[src/rtl/bmdma_pkg.sv]
package bmdma_pkg;
    // Number of drives on the channel, one capable flag each
    parameter int DRIVES = 2;

    // Register offsets inside the 8-byte window (software depends on these)
    localparam logic [2:0] OFF_CMD  = 3'd0;
    localparam logic [2:0] OFF_STAT = 3'd2;
    localparam logic [2:0] OFF_PTR  = 3'd4;

    // Command bit positions
    localparam int CMD_GO  = 0;
    localparam int CMD_DIR = 3;

    // Status bit positions
    localparam int ST_ACT = 0;
    localparam int ST_ERR = 1;
    localparam int ST_INT = 2;
    localparam int ST_CAP = 5;

    localparam int BYTE_W = 8;

    typedef struct packed {
        logic go;
        logic to_mem;
        logic active;
        logic kick;
    } ctrl_t;

    typedef struct packed {
        logic              err;
        logic              intr;
        logic [DRIVES-1:0] cap;
    } stat_t;
endpackage

[src/rtl/bmdma_ctrl.sv]
module bmdma_ctrl
    import bmdma_pkg::*;
(
    input  logic clk,
    input  logic rst_n,
    input  logic cmd_wr,
    input  logic go_val,
    input  logic dir_val,
    input  logic eng_done,
    input  logic eng_err,
    output logic go,
    output logic to_mem,
    output logic active,
    output logic kick
);
    ctrl_t st_d, st_q;
    logic  start_edge;
    logic  stop_req;

    always_comb begin
        st_d       = st_q;
        st_d.kick  = 1'b0;
        start_edge = cmd_wr && go_val && !st_q.go;
        stop_req   = cmd_wr && !go_val;
        if (cmd_wr) begin
            st_d.go     = go_val;
            st_d.to_mem = dir_val;
        end
        if (start_edge) begin
            st_d.active = 1'b1;
            st_d.kick   = 1'b1;
        end else if (stop_req || eng_done || eng_err) begin
            st_d.active = 1'b0;
        end
    end

    always_ff @(posedge clk) begin
        if (!rst_n) st_q <= '0;
        else        st_q <= st_d;
    end

    assign go     = st_q.go;
    assign to_mem = st_q.to_mem;
    assign active = st_q.active;
    assign kick   = st_q.kick;
endmodule

[src/rtl/bmdma_stat.sv]
module bmdma_stat
    import bmdma_pkg::*;
(
    input  logic              clk,
    input  logic              rst_n,
    input  logic              st_wr,
    input  logic              err_clr,
    input  logic              int_clr,
    input  logic [DRIVES-1:0] cap_val,
    input  logic              eng_err,
    input  logic              dev_irq,
    output logic              err,
    output logic              intr,
    output logic [DRIVES-1:0] cap
);
    stat_t st_d, st_q;

    always_comb begin
        st_d = st_q;
        if (st_wr) begin
            st_d.cap = cap_val;
            if (err_clr) st_d.err  = 1'b0;
            if (int_clr) st_d.intr = 1'b0;
        end
        // hardware events win over a same-cycle clear
        if (eng_err) st_d.err  = 1'b1;
        if (dev_irq) st_d.intr = 1'b1;
    end

    always_ff @(posedge clk) begin
        if (!rst_n) st_q <= '0;
        else        st_q <= st_d;
    end

    assign err  = st_q.err;
    assign intr = st_q.intr;
    assign cap  = st_q.cap;
endmodule

[src/rtl/bmdma_ptr.sv]
module bmdma_ptr #(
    parameter int DATA_W = 32,
    parameter int ALIGN  = 2
) (
    input  logic              clk,
    input  logic              rst_n,
    input  logic              ptr_wr,
    input  logic              lock,
    input  logic [DATA_W-1:0] wdata,
    output logic [DATA_W-1:0] ptr
);
    localparam int KEEP = DATA_W - ALIGN;

    logic [KEEP-1:0] base_d, base_q;

    always_comb begin
        base_d = base_q;
        if (ptr_wr && !lock) base_d = wdata[DATA_W-1:ALIGN];
    end

    always_ff @(posedge clk) begin
        if (!rst_n) base_q <= '0;
        else        base_q <= base_d;
    end

    assign ptr = {base_q, {ALIGN{1'b0}}};
endmodule

[src/rtl/bmdma_regs.sv]
module bmdma_regs
    import bmdma_pkg::*;
#(
    parameter int DATA_W = 32,
    parameter int ADDR_W = 3
) (
    input  logic              clk,
    input  logic              rst_n,
    input  logic [ADDR_W-1:0] reg_addr,
    input  logic              reg_wr,
    input  logic [DATA_W-1:0] reg_wdata,
    output logic [DATA_W-1:0] reg_rdata,
    output logic              eng_run,
    output logic              eng_start,
    output logic              eng_to_mem,
    output logic [DATA_W-1:0] eng_table,
    input  logic              eng_done,
    input  logic              eng_err,
    input  logic              dev_irq,
    output logic              irq,
    output logic              xfer_ok
);
    localparam int PTR_ALIGN = 2;

    logic              wr_cmd, wr_stat, wr_ptr;
    logic              go, active, err, intr;
    logic [DRIVES-1:0] cap;
    logic [BYTE_W-1:0] cmd_byte;
    logic [BYTE_W-1:0] status_byte;

    assign wr_cmd  = reg_wr && (reg_addr == ADDR_W'(OFF_CMD));
    assign wr_stat = reg_wr && (reg_addr == ADDR_W'(OFF_STAT));
    assign wr_ptr  = reg_wr && (reg_addr == ADDR_W'(OFF_PTR));

    bmdma_ctrl u_ctrl (
        .clk      (clk),
        .rst_n    (rst_n),
        .cmd_wr   (wr_cmd),
        .go_val   (reg_wdata[CMD_GO]),
        .dir_val  (reg_wdata[CMD_DIR]),
        .eng_done (eng_done),
        .eng_err  (eng_err),
        .go       (go),
        .to_mem   (eng_to_mem),
        .active   (active),
        .kick     (eng_start)
    );

    bmdma_stat u_stat (
        .clk     (clk),
        .rst_n   (rst_n),
        .st_wr   (wr_stat),
        .err_clr (reg_wdata[ST_ERR]),
        .int_clr (reg_wdata[ST_INT]),
        .cap_val (reg_wdata[ST_CAP +: DRIVES]),
        .eng_err (eng_err),
        .dev_irq (dev_irq),
        .err     (err),
        .intr    (intr),
        .cap     (cap)
    );

    bmdma_ptr #(.DATA_W(DATA_W), .ALIGN(PTR_ALIGN)) u_ptr (
        .clk    (clk),
        .rst_n  (rst_n),
        .ptr_wr (wr_ptr),
        .lock   (active),
        .wdata  (reg_wdata),
        .ptr    (eng_table)
    );

    always_comb begin
        cmd_byte          = '0;
        cmd_byte[CMD_GO]  = go;
        cmd_byte[CMD_DIR] = eng_to_mem;
    end

    // status byte assembly; capable flags placed by generate
    logic [BYTE_W-1:0] status_core;
    always_comb begin
        status_core         = '0;
        status_core[ST_ACT] = active;
        status_core[ST_ERR] = err;
        status_core[ST_INT] = intr;
    end

    genvar g;
    generate
        for (g = 0; g < BYTE_W; g++) begin : g_stat
            if (g >= ST_CAP && g < ST_CAP + DRIVES) begin : g_cap
                assign status_byte[g] = cap[g - ST_CAP];
            end else begin : g_core
                assign status_byte[g] = status_core[g];
            end
        end
    endgenerate

    always_comb begin
        reg_rdata = '0;
        case (reg_addr)
            ADDR_W'(OFF_CMD):  reg_rdata[BYTE_W-1:0] = cmd_byte;
            ADDR_W'(OFF_STAT): reg_rdata[BYTE_W-1:0] = status_byte;
            ADDR_W'(OFF_PTR):  reg_rdata = eng_table;
            default:           reg_rdata = '0;
        endcase
    end

    assign eng_run = active;
    assign irq     = intr;
    assign xfer_ok = (status_byte[ST_INT:ST_ACT] == 3'b100);
endmodule

[config.mk]
export PLATFORM = sky130hd
export DESIGN_NAME = bmdma_regs
export DESIGN_NICKNAME = d
export VERILOG_FILES = /design/src/rtl/bmdma_pkg.sv /design/src/rtl/bmdma_ctrl.sv /design/src/rtl/bmdma_stat.sv /design/src/rtl/bmdma_ptr.sv /design/src/rtl/bmdma_regs.sv
export SDC_FILE = /design/constraint.sdc
export NUM_CORES = 1
export LEC_CHECK = 0
export BUFFER_PORTS_ARGS = -buffer_cell sky130_fd_sc_hd__buf_2
export CORE_ASPECT_RATIO = 1.2
export CORE_MARGIN = 2
export CORE_UTILIZATION = 43
export CTS_CLUSTER_SIZE = 14
export DETAILED_ROUTE_END_ITERATION = 10
export PLACE_DENSITY = 0.78
export SLEW_MARGIN = 20
export SYNTH_ARGS = -nofsm -noshare
export SYNTH_HDL_FRONTEND = slang
export SYNTH_SLANG_ARGS = --single-unit
[constraint.sdc]
create_clock -name clk -period 1.67 [get_ports clk]
set_clock_uncertainty 0.1 [all_clocks]
set_input_delay 0.2505 -clock clk [delete_from_list [all_inputs] [get_ports clk]]
set_output_delay 0.2505 -clock clk [all_outputs]
set_load 0.01 [all_outputs]
## Word-level counts from Yosys, hierarchy flattened

Index checks and enable logic that the tools add are counted.

- Eq/ne operators: 3
- Muxes and demuxes: 10
- Reduce and logical (&&, ||, !) cells: 20

Operators by type and width:

| operator | number |
|---|---|
| 2-to-1 mux 24 bit | 1 |
| case mux 8 bit (3 select lines) | 1 |
| nonzero test 2 bit | 5 |
| logical AND 1 bit | 7 |
| 2-to-1 mux 1 bit | 7 |
| == test 3 bit (second input constant) | 2 |
| 2-to-1 mux 4 bit | 1 |
| AND reduction 2 bit | 2 |
| == test 3 x 2 -> 1 bit (second input constant) | 1 |
| logical NOT 1 bit | 3 |
| logical NOT 3 bit | 1 |
| logical OR 1 bit | 2 |

- Bits in registers: 38
- Input bits: 41
- Output and inout bits: 69
- Logic and storage cells: 41

## Depth between registers and ports, before layout

- Depth in word-level cells: 7
- Mapped depth: 6
- Gate-level depth less buffers: 3

## Cells and area by module

From an unflattened synthesis, not the netlist that was laid out.

- Cell total of the unflattened synthesis: 214
- Area, all modules: 1918.1 um^2

Modules (own cells, without submodules):

| module | instances | cells each | area an instance (um^2) | seq. area each (um^2) |
|---|---|---|---|---|
| bmdma_ptr | 1 | 135 | 1265.0 | 600.6 |
| bmdma_regs | 1 | 52 | 360.3 | 0.0 |
| bmdma_ctrl | 1 | 13 | 150.1 | 80.1 |
| bmdma_stat | 1 | 14 | 142.6 | 80.1 |

## Least setup slack after synthesis

Ideal clock, no wire load.

- Kind: input to output
- Start point: input reg_addr[2]
- End point: output reg_rdata[13]
- Data arrival time: 1110 ps
- Data required time: 1319 ps
- Slack: 210 ps
- Cell stages on the path: 4
- Buffers on the path: 2
- Cell sequence: clkbuf_2 nor3b_2 clkbuf_1 and2_1

- Cells in the longest elaborated chain, start to end: 2

Ends and longest elaborated chain:

| item | RTL line | text |
|---|---|---|
| from (decl) | bmdma_regs.sv:9 | `input logic [ADDR_W-1:0] reg_addr,` |
| == test 3 bit | bmdma_regs.sv:100 | `case (reg_addr)` |
| 2-to-1 mux 24 bit | bmdma_regs.sv:100 |  |
| to (decl) | bmdma_regs.sv:12 | `output logic [DATA_W-1:0] reg_rdata,` |

Every way passes these cells.

## Final worst setup path

- Start point: input reg_addr[1]
- End point: output reg_rdata[5]

- Cells in the longest elaborated chain, start to end: 2
- Elaborated cells on any way between the ends: 4
- Those cells by class: eq/ne (2); mux (1); reduce/logical (1)

Ends and longest elaborated chain:

| item | RTL line |
|---|---|
| == test 3 bit, or another cell as far along | bmdma_regs.sv:100 |
| case mux 8 bit (3 select lines) * | bmdma_regs.sv:100 |

Mark *: on every way between the ends. The rest lies on a longest branch, timed or not.

==> results.txt <==
The worst vdd rail ir drop came out at between 0.5 and 0.6 mV. The post-cts gate resize count is 0. sky130_fd_sc_hd__dfxtp_1 takes more of the synthesized area than any other cell. Once layout is done, the placed cells without fillers occupy between 0.002 and 0.003 mm². The max-slew violation total from the final report came to 0. In the post-synthesis netlist, the biggest area contributors are sky130_fd_sc_hd__dfxtp_1 41%, sky130_fd_sc_hd__mux2i_1 18%, sky130_fd_sc_hd__nand2_1 13%. Before CTS, the worst setup slack after placement is 0.161 ns.

The number of antenna violations at the first check in global routing is 0. The total length of routed met3 wires came out at ~270 µm. On the critical path the largest part of the delay comes from simple AND/OR/NAND/NOR gates. The register clock-pin slew on the reported worst setup and hold paths came out at roughly 0.070 ns. The number of stages on the worst setup path came out at 5. The number of warnings issued by yosys came out at 0. The global-route usage over all layers is approximately 18%.

The leakage power of the design is between 0.001 and 0.0015 µW. The synthesized design contains 38 register bits. The total power after layout came out at between 2000 and 2500 µW. The data arrival time of the critical path is between 1 and 1.5 ns. STA classifies the critical path startpoint as a primary input. Once detailed placement completed, the half-perimeter wirelength came to a little over 3000 µm. Each instance of the synthesized netlist takes up on average about 8.7 µm². The number of endpoints failing setup at the final stage came out at 0. The area of the core is 0.00420 mm². The most numerous cell type found on the critical path is sky130_fd_sc_hd__buf_2.

The later pin in the worst-skew pair is clocked with a latency of 0.29 ns. The final period demand of the worst path is 1.50 ns. The filler cells instantiated in the layout total approximately 390. The die span in x is between 60 and 70 µm. In the final layout, the multi-input gates occupy ~970 µm². The overall routed net length came out at ~4200 µm.

The met2 wire length is 2170 µm. The worst path meets setup with ~0.17 ns of slack. The maximum frequency from static timing analysis came out at around 670 MHz. The number of enable-type register cells in the synthesized netlist came out at 0. The number of H-tree levels is 2. The setup TNS came out at 0 ns. The beginning of the worst hold path is reg_wdata[1]. The number of sinks handled by clock tree synthesis came out at 38.

The cell area reported after detailed placement came out at between 0.002 and 0.0025 mm². Traced cell by cell, the critical path runs through buf_2, nor2b_1, a22oi_1, nor2_1, buf_2. The endpoint kind of the worst setup timing path is an output port. The number of standard-cell rows in the floorplan came out at 26.

Entering global routing, the biggest net connects 69 pins. The global-route congestion overflow total came out at 0. The area added between synthesis and finish is 37.9%. Setup repair after global routing left no endpoint under its margin. The global placement routability congestion came out at about 0.75. The layout cell share with drive strength beyond 1 came out at about two fifths.

After detailed routing, the number of remaining DRC violations is 0. The number of nets in the final layout came out at 355. The portion of synthesized cell area occupied by the leading cell type came out at between 40% and 50%. The initial core utilization came out at approximately 44%.

The cell sitting at the root of the clock tree is a sky130_fd_sc_hd__clkbuf_8. The required time of the critical path came out at approximately 1.3 ns. The initial detailed-routing violation count came out at 94. In this design, the stage delay of the slowest critical-path cell is slightly below 0.3 ns. The maximum fanout along the worst path is 8.

TritonCTS built the clock tree. The count of buffer and inverter cells on the critical path came out at 2. The clock tree buffer depth came out at 2. The number of global-route vias before repair came out at between 1500 and 2000. The share of flip-flops with an asynchronous set or reset is 0%.

The final-report hold violation count came out at 0. The first-pass GRT wire length came out at ~6900 µm. The mapped netlist covers roughly 0.0019 mm². The count of inserted antenna diode cells came out at 0.

The total CTS buffers is 5. The first detailed-routing pass took 4 iterations. The netlist uses 29 different library cells. For the worst flop-to-flop path, the logic depth is 3. In this run the count of I/O pins placed on the die edge is 110. The worst hold path depth came out at 2. In this run the critical register-to-register path is launched from u_ctrl.active. The number of hold buffers added after cts came out at 0. After clock tree synthesis, the setup repair step added 0 buffers. After synthesis, the most frequently instantiated cells are 64 x sky130_fd_sc_hd__nand2_1, 38 x sky130_fd_sc_hd__dfxtp_1, 34 x sky130_fd_sc_hd__mux2i_1. The total routed wire length on the met1 layer came out at between 1500 and 2000 µm. By instance count, the leading cell after synthesis is sky130_fd_sc_hd__nand2_1. The critical path startpoint is reg_addr[1].

Summing over every cut layer, the via total after detailed routing is around 1700. The count of port buffers added during placement came out at 107. The gate count of the mapped netlist came out at roughly 210. The height of the die came out at 76.0 µm. The final routed wire length divided by cell count is roughly 11 µm. Dividing total power by cell area gives a power density of 823 mW/mm².

The residual antenna-violating net count after detailed routing is 0. The count of maximum capacitance violations came out at 0. Routed signal wires occupy layers up through met4.

The sequential cell area in the final layout came out at 761 µm². The die covers 0.00487 mm². The path class of the tightest hold or removal check is primary input to register. The worst setup path is of the primary input to output port kind.

The ratio of final minimum period to clock period is between 80% and 90%. The most used flip-flop cell after synthesis is sky130_fd_sc_hd__dfxtp_1. The flow ran to the end, and the final reports show no timing, DRC or antenna violations. The largest individual stage delay along the critical path comes from the cell sky130_fd_sc_hd__nor2b_1. In the routed layout, each cell is associated on average with a via count of roughly 4.6. The register area share after synthesis is between 40% and 50%.
-- through the flow --
stage	utilization, %	hold slack (ns)	std cells
2_1_floorplan	-	0.258	214
3_3_place_gp	57.7	0.345	363
3_5_place_dp	57.7	0.350	363
4_1_cts	61.1	0.0383	371
5_1_grt	61.1	0.0527	371
6_report	61.1	0.0439	371
-- kinds of logic (layout without fill, tap and decap cells) --
kind of cell | Yosys count | after routing | synth area share, %
compound gates | 10 | 10 | 3.84
buf+inv | 21 | 122 | 7.00
flops | 38 | 38 | 40.9
mux | 34 | 34 | 18.3
other cells | 1 | 2 | 0.202
simple gates | 109 | 109 | 29.7
-- cell usage in the layout, fill, tap and decap left out, types with 2 or more instances in the layout --
cell                          n
sky130_fd_sc_hd__a22oi_1      3
sky130_fd_sc_hd__dfxtp_1     38
sky130_fd_sc_hd__nor2b_1      3
sky130_fd_sc_hd__a31oi_1      2
sky130_fd_sc_hd__buf_4        2
sky130_fd_sc_hd__nor3_1       2
sky130_fd_sc_hd__nor2_1       3
sky130_fd_sc_hd__conb_1       2
sky130_fd_sc_hd__and4bb_2     2
sky130_fd_sc_hd__a21boi_0     2
sky130_fd_sc_hd__o21ai_0      2
sky130_fd_sc_hd__buf_12       3
sky130_fd_sc_hd__nand2_1     64
sky130_fd_sc_hd__nor3b_1      2
sky130_fd_sc_hd__inv_1        2
sky130_fd_sc_hd__clkbuf_8     6
sky130_fd_sc_hd__buf_2      107
sky130_fd_sc_hd__bufinv_16    2
sky130_fd_sc_hd__and2_1      26
sky130_fd_sc_hd__mux2i_1     34
-- worst reg2reg max path, cell delays in order, from the launching register on --
cell	delay (ns)
sky130_fd_sc_hd__dfxtp_1	0.36
sky130_fd_sc_hd__and4bb_2	0.39
sky130_fd_sc_hd__buf_12	0.19
sky130_fd_sc_hd__mux2i_1	0.20
-- final timing paths --
kind                                          to  slack, ns
worst min register to register   u_ptr.base_q[6]       0.36
worst max register to register  u_ptr.base_q[19]       0.37
worst max-delay path                reg_rdata[5]       0.17
worst min-delay path                  u_stat.err       0.04
-- area by class of cell --
class / count / area share [%]
clock buffers: 6 / 3.22
clock inverters: 2 / 2.34
inverters: 2 / 0.293
multi-input cells: 155 / 37.9
flip-flops and latches: 38 / 29.7
well taps: 56 / 2.73
repair buffers: 112 / 23.8
-- where the power goes --
part / switching [µW] / total, µW / internal (µW)
registers: 15.1 / 943 / 928
logic: 109 / 210 / 100
clock network: 321 / 958 / 637
-- sequential cells by signal, indices dropped and copies added, names as in the netlist --
signal         cells
u_ptr.base_q      30
u_ctrl.go          1
u_stat.err         1
u_stat.intr        1
u_stat.cap         2
u_ctrl.kick        1
u_ctrl.to_mem      1
u_ctrl.active      1
-- layer usage --
metal	vias to the layer above	GRT usage (%)
met5	-	0
met4	0	5.87
met3	6	4.73
met2	56	33.0
met1	770	18.2
li1	886	-
Power figures use the tool's default switching activity.
